`src/rtl/convclk_pkg.sv`:
```
package convclk_pkg;
  // code widths of the two rate selectors
  localparam int PRE_W        = 2;
  localparam int OSR_W        = 2;
  // smallest oversampling ratio as a power of two
  localparam int OSR_MIN_LOG2 = 5;
  // fixed divide between modulator clock and sample clock, as a power of two
  localparam int DM_DIV_LOG2  = 2;
  localparam int NUM_PAIRS    = 3;
  localparam int CH_PER_PAIR  = 2;

  localparam int PRE_MAX_LOG2 = (1 << PRE_W) - 1;
  localparam int PRE_CNT_W    = (PRE_MAX_LOG2 > 0) ? PRE_MAX_LOG2 : 1;
  localparam int DM_CNT_W     = DM_DIV_LOG2;
  localparam int OSR_CNT_W    = OSR_MIN_LOG2 + (1 << OSR_W) - 1;
  localparam int PULSE_W      = DM_DIV_LOG2 + PRE_MAX_LOG2;
  localparam int NUM_CH       = NUM_PAIRS * CH_PER_PAIR;

  // command from control to the pin datapath
  typedef struct packed {
    logic               start;
    logic [PULSE_W-1:0] lenM1;
  } pulse_cmd_t;
endpackage

```
`src/rtl/convclk_divstage.sv`:
```
module convclk_divstage #(
  parameter int W = 3
) (
  input  logic         clk,
  input  logic         rstN,
  input  logic         advance,
  input  logic [W-1:0] lastCount,
  output logic         tick
);
  logic [W-1:0] cnt;

  // >= lets a shrinking terminal count wrap at once instead of running long
  assign tick = advance && (cnt >= lastCount);

  always_ff @(posedge clk or negedge rstN) begin
    if (!rstN) begin
      cnt <= '0;
    end else if (advance) begin
      cnt <= tick ? '0 : cnt + 1'b1;
    end
  end
endmodule

```
`src/rtl/convclk_ctrl.sv`:
```
module convclk_ctrl
  import convclk_pkg::*;
(
  input  logic             clk,
  input  logic             rstN,
  input  logic [PRE_W-1:0] prescaleSel,
  input  logic [OSR_W-1:0] osrSel,
  output logic             amclkEn,
  output logic             dmclkEn,
  output logic             drclkEn,
  output pulse_cmd_t       pulseCmd
);
  logic [PRE_CNT_W-1:0] preLast;
  logic [OSR_CNT_W-1:0] osrLast;
  logic [PULSE_W-1:0]   lenM1Now;
  logic amNow, dmNow, drNow;
  logic amQ, dmQ, drQ;
  logic [PULSE_W-1:0]   lenQ;

  // terminal counts are runs of ones whose length follows the codes
  always_comb begin
    for (int i = 0; i < PRE_CNT_W; i++) preLast[i] = (i < int'(prescaleSel));
    for (int i = 0; i < OSR_CNT_W; i++) osrLast[i] = (i < OSR_MIN_LOG2 + int'(osrSel));
    for (int i = 0; i < PULSE_W; i++)   lenM1Now[i] = (i < DM_DIV_LOG2 + int'(prescaleSel));
  end

  convclk_divstage #(.W(PRE_CNT_W)) preStage (
    .clk(clk), .rstN(rstN), .advance(1'b1), .lastCount(preLast), .tick(amNow)
  );

  convclk_divstage #(.W(DM_CNT_W)) quarterStage (
    .clk(clk), .rstN(rstN), .advance(amNow), .lastCount({DM_CNT_W{1'b1}}), .tick(dmNow)
  );

  convclk_divstage #(.W(OSR_CNT_W)) osrStage (
    .clk(clk), .rstN(rstN), .advance(dmNow), .lastCount(osrLast), .tick(drNow)
  );

  always_ff @(posedge clk or negedge rstN) begin
    if (!rstN) begin
      amQ  <= 1'b0;
      dmQ  <= 1'b0;
      drQ  <= 1'b0;
      lenQ <= '0;
    end else begin
      amQ  <= amNow;
      dmQ  <= dmNow;
      drQ  <= drNow;
      if (drNow) lenQ <= lenM1Now;
    end
  end

  assign amclkEn        = amQ;
  assign dmclkEn        = dmQ;
  assign drclkEn        = drQ;
  assign pulseCmd.start = drQ;
  assign pulseCmd.lenM1 = lenQ;
endmodule

```
`src/rtl/convclk_datapath.sv`:
```
module convclk_datapath
  import convclk_pkg::*;
(
  input  logic                 clk,
  input  logic                 rstN,
  input  pulse_cmd_t           pulseCmd,
  input  logic [NUM_CH-1:0]    chanOff,
  input  logic                 idleDrive,
  output logic [NUM_PAIRS-1:0] readyVal,
  output logic [NUM_PAIRS-1:0] readyOe
);
  logic               busy;
  logic [PULSE_W-1:0] remain;
  logic               pulseDone;

  assign pulseDone = busy && (remain == '0);

  // one shared width counter: pulses of all pairs start and stop together
  always_ff @(posedge clk or negedge rstN) begin
    if (!rstN) begin
      busy   <= 1'b0;
      remain <= '0;
    end else if (pulseCmd.start) begin
      busy   <= 1'b1;
      remain <= pulseCmd.lenM1;
    end else if (busy) begin
      if (pulseDone) busy <= 1'b0;
      else           remain <= remain - 1'b1;
    end
  end

  for (genvar p = 0; p < NUM_PAIRS; p++) begin : g_pair
    logic lowQ;
    logic pairAwake;

    assign pairAwake = ~(&chanOff[p*CH_PER_PAIR +: CH_PER_PAIR]);

    always_ff @(posedge clk or negedge rstN) begin
      if (!rstN)               lowQ <= 1'b0;
      else if (pulseCmd.start) lowQ <= pairAwake;
      else if (pulseDone)      lowQ <= 1'b0;
    end

    assign readyVal[p] = ~lowQ;
    assign readyOe[p]  = lowQ | idleDrive;
  end
endmodule

```
`src/rtl/conv_clock_ready.sv`:
```
module conv_clock_ready (
  input  logic       clk,
  input  logic       rstN,
  input  logic [1:0] prescaleSel,
  input  logic [1:0] osrSel,
  input  logic [5:0] chanOff,
  input  logic       idleDrive,
  output logic       amclkEn,
  output logic       dmclkEn,
  output logic       drclkEn,
  output logic [2:0] readyVal,
  output logic [2:0] readyOe
);
  import convclk_pkg::*;

  pulse_cmd_t pulseCmd;

  convclk_ctrl ctrl (
    .clk(clk), .rstN(rstN), .prescaleSel(prescaleSel), .osrSel(osrSel),
    .amclkEn(amclkEn), .dmclkEn(dmclkEn), .drclkEn(drclkEn), .pulseCmd(pulseCmd)
  );

  convclk_datapath datapath (
    .clk(clk), .rstN(rstN), .pulseCmd(pulseCmd), .chanOff(chanOff),
    .idleDrive(idleDrive), .readyVal(readyVal), .readyOe(readyOe)
  );
endmodule

```
`config.mk`:
```
export PLATFORM = sky130hd
export DESIGN_NAME = conv_clock_ready
export DESIGN_NICKNAME = d
export VERILOG_FILES = /design/src/rtl/convclk_pkg.sv /design/src/rtl/convclk_divstage.sv /design/src/rtl/convclk_ctrl.sv /design/src/rtl/convclk_datapath.sv /design/src/rtl/conv_clock_ready.sv
export SDC_FILE = /design/constraint.sdc
export NUM_CORES = 1
export LEC_CHECK = 0
export BUFFER_PORTS_ARGS = -buffer_cell sky130_fd_sc_hd__buf_2
export CAP_MARGIN = 15
export CORE_UTILIZATION = 55
export DETAILED_ROUTE_END_ITERATION = 8
export HOLD_SLACK_MARGIN = 0.08
export PLACE_DENSITY = 0.76
export RECOVER_POWER = 25
export REMOVE_ABC_BUFFERS = 1
export SKIP_CTS_REPAIR_TIMING = 1
export SLEW_MARGIN = 5
export SYNTH_ARGS = -nofsm -noshare
export SYNTH_HDL_FRONTEND = slang
export SYNTH_HIERARCHICAL = 1
export SYNTH_SLANG_ARGS = --single-unit
```
`constraint.sdc`:
```
create_clock -name clk -period 6.77 [get_ports clk]
set_clock_uncertainty 0.15 [all_clocks]
set_input_delay 0.677 -clock clk [delete_from_list [all_inputs] [get_ports clk]]
set_output_delay 0.677 -clock clk [all_outputs]
set_load 0.02 [all_outputs]
```
==> metrics.yaml <==
setup_viol: 0
synth.top_cells.by_area: "dfrtp_1, ha_1, inv_1"
dp_hpwl_um: 2530
power_density_mw_per_mm2: 343
gp_congestion: 0.798
syn_area_per_cell_sq_um: 9.83
grt_start_max_net_pins: 31
clock_sinks: 30
wl_per_cell_um: 12.6
synth_top_area_share_pct: 42.7
pin_count: 22
drive_gt1_share_pct: 21.4
cts_tree: "done"
grt_usage_pct: 23.2
max_slew_margin_pct: -4.41
max_freq_ghz: 0.306
ys_seq_area_share_pct: 42.7
status: "complete, but fails checks"
slowest_delay_ns: 0.34
diodes: 0
clkTransAtPathRegs_ns: 0.10
p_leak_nw: 1.06
place_ws_ns: 3.20
initial_core_util_pct: 57.6
tightestPinTransition_ns: 1.57
violations: "max-capacitance violations, max-slew violations"
slowest_stage: "nor2b_1"
coreArea_sq_mm: 0.00305
async_reset_ff_share_pct: 100
yosys.area.top_type: "dfrtp_1"
fp.dieH_um: 58.6
hold_class: "reg -> reg"
drv_slew: 31
synth_edf_count: 0
grt-ovfl-total: 0
layout_setup_ws_ns: 3.51
die_width_um: 58.6
drt-total-wl_um: 3260
drc: 0
syn_to_final_growth_pct: 12.9
fin_util_pct: 65.0
path_cells: "buf_2 -> or2_1 -> ha_1 -> nand2b_1 -> a31oi_2 -> nor2b_1 -> o21a_1 -> and2_1 -> and3_1 -> and4_1 -> nand3_1 -> xor2_1 -> nor2_1"
fin_tns_setup_ns: 0
synth_cell_types: 49
dr.pass1.iters: 4
worst_setup_path_start_kind: "input port"
vias: 1376
yosys-top-cells-count: "dfrtp_1, inv_1, ha_1"
h-tree-depth: 2
viasPerCell: 5.31
critical_path.max_fanout: 11
ant_nets: 0
ir_worst_vdd_mv: 0.185
root_buffer: "clkbuf_4"
required_ns: 6.80
row_count: 20
yosysWarnings: 6
grt_pass1_wl_um: 5910
rsz0062_at_grt: "no"
arrival_ns: 3.30
dieArea_sq_mm: 0.00343
ys_ff_latch: 30
drt_iter0_drc: 34
grt_pass1_vias: 1458
post-synth-top-count-cell: "dfrtp_1"
synthFlopType: "dfrtp_1"
fin_crit_ns: 3.26
fin_crit_sh_pct: 48.2
synth_area_sq_mm: 0.00176
worstSetupPathType: "in -> reg"
clk_path_buf_depth: 2
hold_viol: 0
cap_violations: 1
syn_inst: 179
antenna_found_initial: 0
worst_setup_path_end_kind: "register"
port_buffers: 21
final_net_count: 244
cts_inserted_buffers: 5
clock_latency_ns: 0.32
==> layer usage <==
| metal | part of all wire (%) | vias to the layer above | track usage, % |
|---|---|---|---|
| li1 | - | 664 | - |
| met1 | 41 | 673 | 23.1 |
| met2 | 54 | 33 | 45.2 |
| met3 | 3.9 | 6 | 5.93 |
| met4 | 1.1 | 0 | 9.86 |
| met5 | 0 | - | 0 |
==> flip-flops by register name (all words and copies together) (netlist names) <==
register and cells:
ctrl/osrStage/cnt 8, ctrl/lenQ 5, datapath/remain 5, ctrl/preStage/cnt 3, datapath/g_pair.lowQ 3, ctrl/quarterStage/cnt 2
ctrl/amclkEn 1, ctrl/dmclkEn 1, ctrl/drclkEn 1, datapath/busy 1
==> report_power, final <==
group	leakage (nW)	total, mW	switching [mW]	internal (mW)
registers	0.383	0.308	0.0631	0.245
clock network	0.0254	0.0941	0.0550	0.0391
logic	0.651	0.278	0.147	0.131
==> cell families after synthesis <==
kind of cell	synth area share, %
AOI/OAI and AO/OA	15.6
xor gates and xnor gates	2.49
adders and majority gates	11.4
buffers and inverters	6.61
DFF	42.7
muxes	2.70
other	0.213
and+or+nand+nor	18.4
==> through the flow <==
step | area, sq um | total power, mW | std cells | hold slack, ns
3_5_place_dp | 1940 | 0.589 | 252 | 0.310
6_report | 1990 | 0.680 | 259 | 0.331
5_1_grt | 1990 | 0.741 | 259 | 0.352
4_1_cts | 1990 | 0.687 | 259 | 0.247
2_1_floorplan | 1780 | 0.507 | 187 | 0.231
3_3_place_gp | 1940 | 0.562 | 252 | 0.301
==> placed cells by master, fill, tap and decap left out, drive strengths merged, types with 3 or more instances in the layout <==
cell,netlist,layout
dfrtp,30,30
inv,24,24
buf,2,20
ha,16,16
conb,1,14
o21ai,14,14
nand2,12,12
nor2,11,11
clkbuf,3,8
or2,7,7
nand3,6,6
nor2b,6,6
a21oi,4,4
and3,3,3
xor2,3,3
a22o,3,3
and2,3,3
mux2,3,3
a211oi,3,3
==> final cells by class <==
cell class	instances	area, sq um
multi-input cells	133	941
well taps	44	55.1
clock buffers	7	45.0
inverters	24	90.1
flip-flops and latches	30	751
repair buffers	21	104
fillers	267	1070
==> critical path: cells and delay by family <==
family / cells / cell delay, ns
xor+xnor: 1 / 0.15
buf+inv: 1 / 0.12
compound gates: 2 / 0.38
simple gates: 8 / 1.69
fa+ha+maj: 1 / 0.28
==> final timing paths <==
kind                                            from                  endpoint  slack, ns  cells after the start
worst max register to register  ctrl/preStage/cnt[0]      ctrl/osrStage/cnt[7]       3.80                     12
max in group asynchronous                       rstN  ctrl/quarterStage/cnt[0]       4.97                      1
worst min-delay path                    ctrl/lenQ[1]              ctrl/lenQ[1]       0.33                      1
min in group asynchronous                       rstN              ctrl/lenQ[3]       0.59                      1
worst min register to register          ctrl/lenQ[1]              ctrl/lenQ[1]       0.33                      1
worst max-delay path                  prescaleSel[1]      ctrl/osrStage/cnt[7]       3.51                     13
Note: power is estimated with default switching activity, not from simulation.
